==> src/rtl/scan_fold_wrapper.sv <==
module scan_fold_wrapper #(
  parameter int PART_LEN = 8,
  parameter int CNT_W    = 8
) (
  input  logic                  clk,
  input  logic                  rst_n,
  input  logic                  start,
  input  logic                  wide_mode,
  input  logic [CNT_W-1:0]      vec_count,
  input  logic                  tam_in0,
  input  logic                  tam_in1,
  input  logic [2*PART_LEN-1:0] core_resp,
  output logic                  tam_out0,
  output logic                  tam_out1,
  output logic [1:0]            part_en,
  output logic                  scan_en,
  output logic                  done,
  output logic [2*PART_LEN-1:0] core_stim
);
  localparam int POS_W = $clog2(2 * PART_LEN);
  localparam logic [POS_W-1:0] HALF_END = POS_W'(PART_LEN - 1);
  localparam logic [POS_W-1:0] FULL_END = POS_W'(2 * PART_LEN - 1);
  localparam logic [POS_W-1:0] UPPER    = POS_W'(PART_LEN);

  typedef enum logic [1:0] {S_IDLE, S_SHIFT, S_CAPT, S_DONE} st_t;

  st_t                 st;
  logic                wide_q;
  logic [CNT_W-1:0]    tv_q;
  logic [CNT_W-1:0]    cap_cnt;
  logic [POS_W-1:0]    pos;
  logic [PART_LEN-1:0] seg0;
  logic [PART_LEN-1:0] seg1;

  logic in_shift, in_capt, upper, pass_end, feed1;

  assign in_shift = (st == S_SHIFT);
  assign in_capt  = (st == S_CAPT);
  assign upper    = (pos >= UPPER);
  assign pass_end = (pos == (wide_q ? HALF_END : FULL_END));
  assign feed1    = wide_q ? tam_in1 : tam_in0;

  assign part_en[0] = in_shift && (wide_q || !upper);
  assign part_en[1] = in_shift && (wide_q || upper);
  assign scan_en    = in_shift;
  assign done       = (st == S_DONE);
  assign core_stim  = {seg1, seg0};

  assign tam_out0 = in_shift && ((!wide_q && upper) ? seg1[0] : seg0[0]);
  assign tam_out1 = in_shift && wide_q && seg1[0];

  always_ff @(posedge clk or negedge rst_n) begin
    if (!rst_n) begin
      st      <= S_IDLE;
      wide_q  <= 1'b0;
      tv_q    <= '0;
      cap_cnt <= '0;
      pos     <= '0;
    end else begin
      case (st)
        S_IDLE: if (start) begin
          wide_q  <= wide_mode;
          tv_q    <= vec_count;
          cap_cnt <= '0;
          pos     <= '0;
          st      <= S_SHIFT;
        end
        S_SHIFT: if (pass_end) begin
          pos <= '0;
          st  <= (cap_cnt == tv_q) ? S_DONE : S_CAPT;
        end else begin
          pos <= pos + POS_W'(1);
        end
        S_CAPT: begin
          cap_cnt <= cap_cnt + CNT_W'(1);
          st      <= S_SHIFT;
        end
        S_DONE:  st <= S_IDLE;
        default: st <= S_IDLE;
      endcase
    end
  end

  always_ff @(posedge clk or negedge rst_n) begin
    if (!rst_n) begin
      seg0 <= '0;
      seg1 <= '0;
    end else if (in_capt) begin
      seg0 <= core_resp[PART_LEN-1:0];
      seg1 <= core_resp[2*PART_LEN-1:PART_LEN];
    end else begin
      if (part_en[0]) seg0 <= {tam_in0, seg0[PART_LEN-1:1]};
      if (part_en[1]) seg1 <= {feed1, seg1[PART_LEN-1:1]};
    end
  end
endmodule

==> config.mk <==
export PLATFORM = sky130hd
export DESIGN_NAME = scan_fold_wrapper
export DESIGN_NICKNAME = d
export VERILOG_FILES = /design/src/rtl/scan_fold_wrapper.sv
export SDC_FILE = /design/constraint.sdc
export NUM_CORES = 1
export LEC_CHECK = 0
export ABC_AREA = 1
export ABC_CLOCK_PERIOD_IN_PS = 1300
export BUFFER_PORTS_ARGS = -buffer_cell sky130_fd_sc_hd__buf_2
export CAP_MARGIN = 20
export CORE_MARGIN = 5
export CORE_UTILIZATION = 47
export DETAILED_ROUTE_END_ITERATION = 6
export PLACE_DENSITY_LB_ADDON = 0.25
export SYNTH_ARGS = -nofsm -noshare
export SYNTH_HDL_FRONTEND = slang
export SYNTH_SLANG_ARGS = --single-unit
==> constraint.sdc <==
create_clock -name clk -period 1.3 [get_ports clk]
set_input_delay 0.065 -clock clk [delete_from_list [all_inputs] [get_ports clk]]
set_output_delay 0.065 -clock clk [all_outputs]
set_load 0.03 [all_outputs]
==> run summary, run 1 <==
Tmin final: 1390 ps
first-pass GRT wire length: 8080 um
WP data required: 1240 ps
critical path fanouts, max: 6
Root Driver: clkbuf_8
met2 WL: 2770 um
total power: 2.53 mW
fin util: 70.6%
Yosys Warn Count: 0
detailed-route via count: 1951
fmax: 718 MHz
CTS H-tree lvls: 2
Die Y: 74.8 um
Pwr Density: 890 nW/um2
dpl ws: -38.3 ps
Hold Fails Final Rpt: 0
Hold Path Class: primary input to register
met3 WL: 215 um
Synth Area per Inst: 7.77 um2
leakage power: 1.44 nW
most common cell after layout, fill and taps aside: nand2_1
design area: 2840 um2
DP Area: 2390 um2
CTS clock-pin slew for the worst setup and hold paths: 80 ps
Ports: 52
max_slew headroom: 66.7%
drt drc: 0
antenna violations before repair: 0
Syn Inst Count: 254
CTS sink cnt: 39
Worst Tran Pin Value: 499 ps
DP Wirelength: 3410 um
met1 WL: 2130 um
number of synthesized register bits: 39
DRT Pass-1 Iters: 4
number of antenna diodes: 0
Layout Skew: 5.73 ps
WHS: 21.7 ps
post-route insts no fill: 394
Setup WS post-layout: -92.7 ps
crit share post-route: 107%
failing checks: negative setup slack
die area: 5600 um2
TritonCTS buffer count: 5
crit-path cells: nand2_4 > clkinv_4 > nand2_4 > buf_6 > inv_2 > buf_6
share of cells above drive strength 1: 35.2%
gp weighted congestion: 0.828
number of global-route vias before repair: 1887
area of the multi-input gates: 930 um2
most frequent cells in the layout: 81 x nand2_1, 46 x buf_2, 36 x dfrtp_1, 24 x inv_1, 22 x buf_4
antenna-violating nets left: 0
Setup TNS: -396 ps
post-DR vias/cell: 4.95
GR Util All Layers: 18.7%
CTS tree: yes
register area: 980 um2
WL per Instance: 13.3 um
Critical Path Max Stage Delay: 460 ps
final net count: 376
slowest CP cell: dfrtp_2
Clk Latency, worst-skew pair: 290 ps
Fillers: 330
# Max-Cap Violations: 0
status: finished with violations
row count: 23
Initial Util: 49.0%
Max Used Layer: met4
total gr overflow: 0
Netlist cell types: 27
final slew viol count: 0
Final setup viols: 12
DP Cell Count: 363
Worst setup EP type: output port
crit path DAT: 1330 ps
I/O Buffers: 51
Max clock buf depth: 2
Syn-to-layout area delta: 44.0%
syn nets: 287
Startpoint Class: register
core area: 4030 um2
Peak VDD IR: 0.655 mV
sequential fraction of the synthesis area: 49.4%
initial drt markers: 178
die width: 74.8 um
final wirelength: 5230 um
Syn Std Cell Area: 1970 um2
kind of critical path: register to output port
RSZ-0062 raised after global routing: yes
largest net degree at the start of global routing: 40
==> kinds of logic after synthesis <==
logic type	share of synthesized area, %
simple gates	25.9
xor+xnor	1.77
compound gates	12.9
buf+inv	8.11
flops	49.4
fa+ha+maj	1.90
==> cell type report <==
cell class	instances	share of cell area (%)
clock buffer	6	2.90
clock inverter	2	1.23
inverter	31	4.53
multi-input combinational	177	32.7
sequential	39	34.4
tap	50	2.20
timing repair buffer	89	22.0
==> cell usage after synthesis <==
master     n  area share [%]
a211oi_1   1            0.38
a31oi_1   15             4.8
buf_2      4             1.0
buf_4      1            0.38
buf_6      1            0.57
clkbuf_1   1            0.19
clkinv_2   1            0.25
dfrtp_1   39              49
ha_1       3             1.9
inv_1     27             5.1
inv_2      3            0.57
nand2_1   84              16
nand2_2    3            0.95
nand2_4    1            0.57
nand3_1    8             2.0
nand4_1    1            0.32
nor2_1    29             5.5
nor2_2     1            0.32
nor3_1     1            0.25
o211ai_1   2            0.76
o21ai_0   15             3.8
o21ai_1    4             1.0
o21ai_4    1            0.82
o22ai_1    3            0.95
o31ai_1    1            0.38
xnor2_1    2            0.89
xor2_1     2            0.89
==> worst paths after layout <==
check | start | end | slack [ps] | cells past startpoint
max | st[0] | part_en[1] | -90 | 6
min | core_resp[12] | seg1[4] | 20 | 3
max reg2reg | st[1] | seg0[1] | -30 | 7
min reg2reg | tv_q[2] | tv_q[2] | 500 | 2
max in group asynchronous | rst_n | cap_cnt[3] | 560 | 3
min in group asynchronous | rst_n | tv_q[0] | 350 | 3
==> timing repair <==
action / in CTS / in global routing
endpoints found under the setup margin: 20 / 35
hold buffers: 9 / 0
pin swaps: 3 / 10
gates resized for setup: 18 / 31
hold endpoints to repair: 47 / 0
setup buffers: 9 / 5
==> registers in the layout (all words and copies together) (netlist names) <==
signal   count
tv_q         8
seg0         8
cap_cnt      8
pos          4
seg1         8
wide_q       1
st           2
==> routing by layer <==
metal | vias to the layer above | global-route usage, %
li1 | 985 | -
met1 | 918 | 23.0
met2 | 38 | 32.8
met3 | 10 | 3.20
met4 | 0 | 7.11
met5 | - | 0
==> critical path: cells and delay by family, from the launching register on <==
| kind | cells | cell delay [ps] |
|---|---|---|
| buffers and inverters | 4 | 330 |
| flip-flops | 1 | 460 |
| AND/OR/NAND/NOR | 2 | 230 |
==> power by group <==
group / leakage [nW] / switching [mW] / internal (mW)
clock network: 0.0612 / 0.435 / 0.621
registers: 0.450 / 0.0208 / 1.24
logic: 0.932 / 0.128 / 0.0897
total: 1.44 / 0.584 / 1.95
No activity file was read; power rests on OpenSTA's default activity.
==> inputs of run 2 (changes only) <==
--- a/config.mk
+++ b/config.mk
@@ -13,6 +13,7 @@
 export CORE_UTILIZATION = 47
 export DETAILED_ROUTE_END_ITERATION = 6
 export PLACE_DENSITY_LB_ADDON = 0.25
+export RECOVER_POWER = 50
 export SYNTH_ARGS = -nofsm -noshare
 export SYNTH_HDL_FRONTEND = slang
 export SYNTH_SLANG_ARGS = --single-unit
==> run 2 against run 1 <==
The run still ends with negative setup slack left. Power about the same. Fmax about the same. Sequential power about the same. Utilization about the same. Clock power about the same. Clock skew about the same. Critical path depth unchanged. Non-clock buffer count unchanged. Combinational power about the same. Largest cell class unchanged.
==> run summary, run 2 (synthesis gave the netlist of run 1 again) <==
status: finished with violations
failing checks: negative setup slack
critical path fanouts, max: 6
Layout Skew: 5.96 ps
design area: 2840 um2
total power: 2.53 mW
Startpoint Class: register
# Max-Cap Violations: 0
area of the multi-input gates: 930 um2
first-pass GRT wire length: 8080 um
final net count: 376
Critical Path Max Stage Delay: 460 ps
switching power: 0.585 mW
CTS tree: yes
CTS H-tree lvls: 2
Clk pwr share: 41.7%
Peak VDD IR: 0.655 mV
number of antenna diodes: 0
logic gate share of total power: 8.6%
Hold Fails Final Rpt: 0
crit share post-route: 107%
Die Y: 74.8 um
Clk Latency, worst-skew pair: 290 ps
most frequent cells in the layout: 81 x nand2_1, 45 x buf_2, 36 x dfrtp_1, 24 x inv_1
DRT Pass-1 Iters: 4
Worst Tran Pin Value: 539 ps
most common cell after layout, fill and taps aside: nand2_1
Initial Util: 49.0%
Tmin final: 1390 ps
register area: 980 um2
WP data required: 1240 ps
RSZ-0062 raised after global routing: yes
Max clock buf depth: 2
crit path DAT: 1330 ps
CTS sink cnt: 39
fin util: 70.6%
I/O Buffers: 51
antenna-violating nets left: 0
leakage power: 1.44 nW
internal power: 1.95 mW
CP delay by family, top: flip-flops
final slew viol count: 0
initial drt markers: 179
number of global-route vias before repair: 1887
worst path bufs/invs: 4
Final setup viols: 12
Hold Path Class: primary input to register
die area: 5600 um2
Fillers: 330
post-DR vias/cell: 4.97
Pwr Density: 891 nW/um2
drt drc: 0
Worst setup EP type: output port
die width: 74.8 um
total gr overflow: 0
gp weighted congestion: 0.828
share of cells above drive strength 1: 34.9%
final wirelength: 5230 um
DP Area: 2390 um2
slowest CP cell: dfrtp_2
Root Driver: clkbuf_8
antenna violations before repair: 0
DP Wirelength: 3410 um
WL per Instance: 13.3 um
Ports: 52
fmax: 718 MHz
Setup WS post-layout: -93.2 ps
max_slew headroom: 64.0%
switching share of power: 23.1%
Syn-to-layout area delta: 44.0%
detailed-route via count: 1958
CTS clock-pin slew for the worst setup and hold paths: 80 ps
TritonCTS buffer count: 5
crit-path cells: nand2_4 > clkinv_4 > nand2_4 > buf_6 > inv_2 > buf_6
GR Util All Layers: 18.7%
kind of critical path: register to output port
largest net degree at the start of global routing: 40
core area: 4030 um2
sequential power share: 49.7%
row count: 23
-- run 2: cell types whose count changed in the layout (fill, tap and decap cells not counted) --
cell / previous run / this run
buf_4: 22 / 21
buf_2: 46 / 45
clkbuf_1: 0 / 1
clkbuf_4: 1 / 2
-- run 2: final cells by class --
cell class / count / area share [%]
flip-flops and latches: 39 / 34.5
well taps: 50 / 2.20
repair buffers: 89 / 22.0
clock buffers: 6 / 2.90
multi-input cells: 177 / 32.7
clock inverters: 2 / 1.23
inverters: 31 / 4.53
-- run 2: worst paths after layout --
| check | start | endpoint | slack (ps) | depth (start not counted) |
|---|---|---|---|---|
| setup / recovery | st[0] | part_en[1] | -90 | 6 |
| hold / removal | core_resp[12] | seg1[4] | 20 | 3 |
| setup reg to reg | st[1] | seg0[1] | -30 | 7 |
| hold reg to reg | tv_q[2] | tv_q[2] | 500 | 2 |
| max in group asynchronous | rst_n | cap_cnt[3] | 500 | 3 |
| min in group asynchronous | rst_n | tv_q[0] | 390 | 3 |
-- run 2: per-stage QoR --
step                std cells  hold WS [ps]  TNS [ps]  setup slack (ps)
global route              394          39.4     -1380              -140
finish                    394          21.4      -400             -93.2
CTS                       389          15.7      -164             -38.8
detailed placement        363           152     -51.4             -38.3
global placement          363           148         0              34.3
floorplan                 254          -231         0              7.00
-- run 2: layer usage --
metal	track usage, %	share of wire (%)	up-vias	routed length (um)
met1	23.0	41	921	2120
met2	32.8	53	42	2770
li1	-	-	985	-
met3	3.20	4.3	10	226
met5	0	0	-	0
met4	7.11	2.1	0	111
-- run 2: worst min-delay path: stages --
cell	delay, ps
buf_2	90
nand2_1	50
a31oi_1	70
-- run 2: repair_timing --
action,in CTS,in global routing
endpoints found under the hold margin,47,0
hold buffers,9,0
pin swaps,3,10
setup buffers,9,5
endpoints found under the setup margin,20,35
gates resized for setup,18,31
-- run 2: power by group through the flow --
stage	combinational [mW]	sequential (mW)	clock [mW]
final	0.217	1.26	1.06
after global routing	0.240	1.26	1.12
after CTS	0.219	1.26	1.08
after detailed placement	0.197	1.28	0
after global placement	0.194	1.28	0
after floorplan	0.0377	1.33	0
